==> config.mk <==
export PLATFORM = sky130hd
export DESIGN_NAME = wake_mod_timer
export DESIGN_NICKNAME = d
export VERILOG_FILES = /design/src/rtl/wmt_pkg.sv /design/src/rtl/wmt_prescaler.sv /design/src/rtl/wmt_counter.sv /design/src/rtl/wmt_ctrl.sv /design/src/rtl/wake_mod_timer.sv
export SDC_FILE = /design/constraint.sdc
export NUM_CORES = 1
export LEC_CHECK = 0
export BUFFER_PORTS_ARGS = -buffer_cell sky130_fd_sc_hd__buf_2
export CORE_UTILIZATION = 50
export CTS_CLUSTER_DIAMETER = 150
export DETAILED_ROUTE_END_ITERATION = 7
export GPL_TIMING_DRIVEN = 0
export PLACE_DENSITY = 0.76
export SLEW_MARGIN = 20
export SYNTH_ARGS = -nofsm -noshare
export SYNTH_HDL_FRONTEND = slang
export SYNTH_SLANG_ARGS = --single-unit
==> constraint.sdc <==
create_clock -name clk -period 2.2 [get_ports clk]
set_input_delay 0.55 -clock clk [delete_from_list [all_inputs] [get_ports clk]]
set_output_delay 0.55 -clock clk [all_outputs]
set_load 0.005 [all_outputs]
==> src/rtl/wmt_pkg.sv <==
package wmt_pkg;
  // Control-word field positions
  localparam int unsigned SC_PS_LSB   = 0;
  localparam int unsigned SC_CLKS_LSB = 3;
  localparam int unsigned SC_TOIE_BIT = 6;
  localparam int unsigned SC_TOF_BIT  = 7;

  // Clock-select code that routes the tick input to the prescaler
  localparam logic [1:0] CLKS_TICK = 2'd2;

  typedef enum logic [1:0] {
    REG_CTRL  = 2'd0,
    REG_COUNT = 2'd1,
    REG_TERM  = 2'd2,
    REG_RELD  = 2'd3
  } reg_idx_e;
endpackage

==> src/rtl/wmt_prescaler.sv <==
module wmt_prescaler #(
  parameter int PS_W = 3
) (
  input  logic            clk,
  input  logic            rst_n,
  input  logic            run_i,
  input  logic [PS_W-1:0] ps_i,
  input  logic            restart_i,
  input  logic            tick_i,
  output logic            tick_o
);
  localparam int DIV_W = (1 << PS_W) - 1;

  logic [DIV_W-1:0] div_q;
  logic [DIV_W-1:0] mask;
  logic             div_end;

  // mask has the ps_i low bits set: the divider wraps at 2^ps_i - 1
  always_comb begin
    for (int i = 0; i < DIV_W; i++) begin
      mask[i] = (i < int'(ps_i));
    end
  end

  assign div_end = (div_q == mask);
  assign tick_o  = run_i && tick_i && div_end;

  always_ff @(posedge clk or negedge rst_n) begin
    if (!rst_n) begin
      div_q <= '0;
    end else if (!run_i || restart_i) begin
      div_q <= '0;
    end else if (tick_i) begin
      div_q <= div_end ? '0 : div_q + 1'b1;
    end
  end
endmodule

==> src/rtl/wmt_counter.sv <==
module wmt_counter #(
  parameter int CNT_W = 16
) (
  input  logic             clk,
  input  logic             rst_n,
  input  logic             tick_i,
  input  logic             cnt_wr_i,
  input  logic             term_wr_i,
  input  logic             reld_wr_i,
  input  logic [CNT_W-1:0] wdata_i,
  output logic [CNT_W-1:0] cnt_o,
  output logic [CNT_W-1:0] term_o,
  output logic [CNT_W-1:0] reld_o,
  output logic             ovf_o
);
  logic [CNT_W-1:0] cnt_q, term_q, reld_q;
  logic             at_term;

  assign at_term = (cnt_q == term_q);
  // A load from the bus has priority over the tick and suppresses the wrap
  assign ovf_o   = tick_i && !cnt_wr_i && at_term;

  always_ff @(posedge clk or negedge rst_n) begin
    if (!rst_n) begin
      cnt_q <= '0;
    end else if (cnt_wr_i) begin
      cnt_q <= reld_q;
    end else if (tick_i) begin
      cnt_q <= at_term ? reld_q : cnt_q + 1'b1;
    end
  end

  always_ff @(posedge clk or negedge rst_n) begin
    if (!rst_n) begin
      term_q <= '0;
      reld_q <= '0;
    end else begin
      if (term_wr_i) term_q <= wdata_i;
      if (reld_wr_i) reld_q <= wdata_i;
    end
  end

  assign cnt_o  = cnt_q;
  assign term_o = term_q;
  assign reld_o = reld_q;
endmodule

==> src/rtl/wmt_ctrl.sv <==
module wmt_ctrl #(
  parameter int PS_W   = 3,
  parameter int CLKS_W = 2
) (
  input  logic              clk,
  input  logic              rst_n,
  input  logic              wr_i,
  input  logic [PS_W-1:0]   ps_wd_i,
  input  logic [CLKS_W-1:0] clks_wd_i,
  input  logic              toie_wd_i,
  input  logic              tof_wd_i,
  input  logic              ovf_i,
  output logic [PS_W-1:0]   ps_o,
  output logic [CLKS_W-1:0] clks_o,
  output logic              toie_o,
  output logic              tof_o
);
  logic [PS_W-1:0]   ps_q;
  logic [CLKS_W-1:0] clks_q;
  logic              toie_q, tof_q;

  always_ff @(posedge clk or negedge rst_n) begin
    if (!rst_n) begin
      ps_q   <= '0;
      clks_q <= '0;
      toie_q <= 1'b0;
    end else if (wr_i) begin
      ps_q   <= ps_wd_i;
      clks_q <= clks_wd_i;
      toie_q <= toie_wd_i;
    end
  end

  // Sticky flag: set beats a software clear in the same cycle
  always_ff @(posedge clk or negedge rst_n) begin
    if (!rst_n) begin
      tof_q <= 1'b0;
    end else if (ovf_i) begin
      tof_q <= 1'b1;
    end else if (wr_i && !tof_wd_i) begin
      tof_q <= 1'b0;
    end
  end

  assign ps_o   = ps_q;
  assign clks_o = clks_q;
  assign toie_o = toie_q;
  assign tof_o  = tof_q;
endmodule

==> src/rtl/wake_mod_timer.sv <==
module wake_mod_timer #(
  parameter int DATA_W = 32,
  parameter int CNT_W  = 16,
  parameter int PS_W   = 3,
  parameter int CLKS_W = 2
) (
  input  logic              clk,
  input  logic              rst_n,
  input  logic              tick_i,
  input  logic              bus_sel,
  input  logic              bus_wr,
  input  logic [3:0]        bus_addr,
  input  logic [DATA_W-1:0] bus_wdata,
  output logic [DATA_W-1:0] bus_rdata,
  output logic              irq_o
);
  import wmt_pkg::*;

  reg_idx_e          idx;
  logic              wr_en;
  logic              ctrl_wr, cnt_wr, term_wr, reld_wr;
  logic [PS_W-1:0]   ps_q;
  logic [CLKS_W-1:0] clks_q;
  logic              toie_q, tof_q;
  logic              run, ptick, ovf;
  logic [CNT_W-1:0]  cnt_q, term_q, reld_q;

  assign idx     = reg_idx_e'(bus_addr[3:2]);
  assign wr_en   = bus_sel && bus_wr;
  assign ctrl_wr = wr_en && (idx == REG_CTRL);
  assign cnt_wr  = wr_en && (idx == REG_COUNT);
  assign term_wr = wr_en && (idx == REG_TERM);
  assign reld_wr = wr_en && (idx == REG_RELD);

  assign run = (clks_q == CLKS_W'(CLKS_TICK));

  wmt_ctrl #(.PS_W(PS_W), .CLKS_W(CLKS_W)) u_ctrl (
    .clk       (clk),
    .rst_n     (rst_n),
    .wr_i      (ctrl_wr),
    .ps_wd_i   (bus_wdata[SC_PS_LSB +: PS_W]),
    .clks_wd_i (bus_wdata[SC_CLKS_LSB +: CLKS_W]),
    .toie_wd_i (bus_wdata[SC_TOIE_BIT]),
    .tof_wd_i  (bus_wdata[SC_TOF_BIT]),
    .ovf_i     (ovf),
    .ps_o      (ps_q),
    .clks_o    (clks_q),
    .toie_o    (toie_q),
    .tof_o     (tof_q)
  );

  wmt_prescaler #(.PS_W(PS_W)) u_presc (
    .clk       (clk),
    .rst_n     (rst_n),
    .run_i     (run),
    .ps_i      (ps_q),
    .restart_i (ctrl_wr),
    .tick_i    (tick_i),
    .tick_o    (ptick)
  );

  wmt_counter #(.CNT_W(CNT_W)) u_cnt (
    .clk       (clk),
    .rst_n     (rst_n),
    .tick_i    (ptick),
    .cnt_wr_i  (cnt_wr),
    .term_wr_i (term_wr),
    .reld_wr_i (reld_wr),
    .wdata_i   (bus_wdata[CNT_W-1:0]),
    .cnt_o     (cnt_q),
    .term_o    (term_q),
    .reld_o    (reld_q),
    .ovf_o     (ovf)
  );

  always_comb begin
    bus_rdata = '0;
    unique case (idx)
      REG_CTRL: begin
        bus_rdata[SC_PS_LSB +: PS_W]     = ps_q;
        bus_rdata[SC_CLKS_LSB +: CLKS_W] = clks_q;
        bus_rdata[SC_TOIE_BIT]           = toie_q;
        bus_rdata[SC_TOF_BIT]            = tof_q;
      end
      REG_COUNT: bus_rdata[CNT_W-1:0] = cnt_q;
      REG_TERM:  bus_rdata[CNT_W-1:0] = term_q;
      REG_RELD:  bus_rdata[CNT_W-1:0] = reld_q;
      default:   bus_rdata = '0;
    endcase
  end

  assign irq_o = tof_q && toie_q;
endmodule

==> out/results.tsv <==
stage	metric	value	unit
floorplanning	io pins	74	
timing	Rel. slew slack	47.11	%
clocking	Num Clock Sinks	62	
timing	Slew @ Worst Pin	793.4	ps
floorplanning	core region area	0.006982	mm^2
global_routing	grt total ovfl	0	
critical_path	Slowest cell on crit path	dfrtp_1	
routing	drc violations	0	
synthesis	top post-synthesis cells by area	dfrtp_1 (42%), mux2_2 (14%), xor2_1 (3.8%)	
synthesis	Distinct cells, synth	52	
placed_design	I/O Buffers	38	
clocking	clk slew on worst S/H paths	70	ps
timing	count of final setup violators	0	
routing	Final ANT Viol Nets	0	
critical_path	crit path DAT	2360	ps
routing	DRT iter0 DRCs	225	
timing	fin crit period	2179	ps
timing	unrepaired setup endpoints after global routing	yes	
layout	antenna diode instance count	0	
synthesis	YS warnings	0	
floorplanning	Die W	87.99	um
critical_path	data required time at the worst endpoint	2380	ps
critical_path	CP Class	reg -> reg	
synthesis	Async SR Flop Fraction	100.0	%
power_and_ir_drop	Leak	1.952	nW
floorplanning	Cell Rows	30	
power_and_ir_drop	pwr dens	841.0	mW/mm^2
clocking	Bufs on Longest Clock Path	2	
floorplanning	Die Height	87.99	um
routing	drt pass-1 iters	5	
layout	layout cells sized above 1	37.53	%
routing	total number of vias	3075	
clocking	CTS root buffer	clkbuf_8	
timing	final worst path period share	99.05	%
critical_path	Startpoint Class	flop	
critical_path	Critical Path End Type	flop	
global_routing	GRT Util Overall	24.06	%
layout	Layout Nets	468	
routing	post-DR wirelength/cell	17.18	um
synthesis	Synth area leader	dfrtp_1	
clocking	CTS H-tree depth	3	
critical_path	worst path cell trace	buf_6 > or3_4 > o311ai_4 > and4_4 > buf_6 > and2_4 > o2bb2ai_1 > a21oi_1	
critical_path	Crit path top cell by count	buf_6	
placed_design	GPL Wtd Cong	0.9592	
run_status	status	finished clean	
timing	Setup TNS	0	ps
synthesis	EDFF count, synth	0	
critical_path	Worst setup startpoint	u_ctrl.ps_o[1]	
layout	storage element area	0.001556	mm^2
floorplanning	die area	0.007742	mm^2
power_and_ir_drop	overall power	3.722	mW
layout	Multi-input gate area	0.001997	mm^2
floorplanning	Initial Util	52.96	%
placed_design	dpl cell area	0.004068	mm^2
routing	WL final	9019	um
routing	via density per instance	5.857	
timing	max-slew violations	0	
timing	Max Clock Freq	0.4589	GHz
timing	Fin. Hold Viols	0	
synthesis	Cells after Synth	352	
synthesis	Synth Flop Type	dfrtp_1	
critical_path	reg-to-reg startpoint	u_ctrl.ps_o[1]	
layout	fin area	0.004425	mm^2
layout	final design utilization	63.39	%
global_routing	first-pass GRT wire length	13960	um
layout	Layout area overhead	19.70	%
worst_hold_path	Worst Hold Class	in -> async	
global_routing	initial antenna violation count	0	
synthesis	syn_area_per_cell	10.50	um^2
clocking	CTS tree	done	
synthesis	Synth top area share	41.96	%
job	Max-Cap Viols	0	
critical_path	Crit Path Max Fanout	5	
timing	smallest hold slack	297.9	ps
clocking	Inserted Clock Buffers	9	
layout	# fillers	575	
global_routing	largest net degree at the start of global routing	63	
synthesis	Seq/Total Area, Yosys	41.96	%
timing	Clock Skew	8.725	ps
global_routing	vias in the first global route	2886	
critical_path	Max stage delay on crit path	370	ps
synthesis	#FFs+latches synth	62	
placed_design	Final HPWL DP	6094	um
clocking	Skew-Pair Late Insertion Delay	340	ps
power_and_ir_drop	worst vdd ir	0.5694	mV
synthesis	Mapped Area	0.003697	mm^2
## worst paths after layout
path	depth (start not counted)	endpoint	slack, ps
min	1	u_ctrl.clks_o[0]	300
min in group clk	2	u_cnt.term_o[12]	450
max	8	u_cnt.cnt_o[15]	20
max reg2reg	8	u_cnt.cnt_o[15]	20
max in group asynchronous	1	u_cnt.cnt_o[1]	1340
min reg2reg	1	u_cnt.reld_o[6]	540
## registers in the layout, indices dropped and copies added, names as in the netlist
name           count
u_ctrl.tof_o       1
u_ctrl.clks_o      2
u_cnt.cnt_o       16
u_ctrl.ps_o        3
u_presc.div_q      7
u_ctrl.toie_o      1
u_cnt.term_o      16
u_cnt.reld_o      16
## per-stage QoR
step / cells / worst slack, ps
CTS: 516 / 0.8746
global placement: 501 / -527.9
global route: 525 / -33.33
floorplan: 367 / 1.972
detailed placement: 501 / -536.0
finish: 525 / 20.97
## power breakdown
part	switching [mW]	internal, mW	leakage [nW]
logic	0.524	0.602	1.12
clock network	0.430	0.464	0.0865
registers	0.306	1.40	0.746
total	1.26	2.46	1.95
## cell families after synthesis
group                    count (synthesis)  share of synthesized area, %
AO/OA/AOI/OAI                           81                         14.86
XOR/XNOR                                17                         4.027
AND/OR/NAND/NOR                         93                         13.40
adder cells (fa/ha/maj)                  2                        0.6767
flip-flops                              62                         41.96
other                                    1                        0.1014
multiplexers                            53                         18.34
buffers and inverters                   43                         6.633
## metal layers
layer  global-route usage [%]  vias up  wire, um
li1                         -     1408         -
met1                    31.71     1497      3859
met2                    38.05      144      4427
met3                    3.676       26       492
met4                    13.41        0       238
met5                        0        -         0
## cell usage after synthesis, types with 3 or more instances
cell / count
buf_4: 16
nor2b_1: 3
a21oi_1: 22
a31oi_1: 5
a22o_1: 9
buf_2: 7
nand2_1: 21
and3_1: 4
nor2_1: 21
o32ai_1: 3
o2bb2ai_1: 3
inv_1: 6
xor2_1: 16
nor4_1: 7
o22ai_1: 5
dfrtp_1: 62
and2_1: 4
o21ai_0: 17
mux2_2: 45
nand3_1: 9
nand4_1: 4
nand2b_1: 6
mux4_2: 6
clkbuf_1: 12
## layout by cell type, fill, tap and decap left out, drive strengths merged, types with 16 or more instances in the layout
cell type  instances
buf               76
nand2             22
clkbuf            22
dfrtp             62
nor2              21
o21ai             17
mux2              45
xor2              16
conb              16
a21oi             22
## timing repair
| item | 4_1_cts | 5_1_grt |
|---|---|---|
| gates cloned | 0 | 1 |
| hold buffers | 0 | 0 |
| pin swaps | 3 | 6 |
| gates resized for setup | 21 | 16 |
| setup buffers | 0 | 11 |
| setup endpoints to repair | 30 | 19 |
## critical path, delay by kind of cell, from the launching register on
family          cells  cell delay [ps]
buf+inv             2              240
compound gates      3              610
simple gates        3              810
flops               1              370
## cell type report
cell class | instances | area share, %
flip-flops and latches | 62 | 35.17
plain buffers | 34 | 6.361
repair buffers | 50 | 6.333
inverters | 6 | 0.5089
clock buffers | 14 | 3.675
multi-input cells | 262 | 45.12
clock inverters | 1 | 0.1131
well taps | 96 | 2.714
Note: power is estimated with default switching activity, not from simulation.
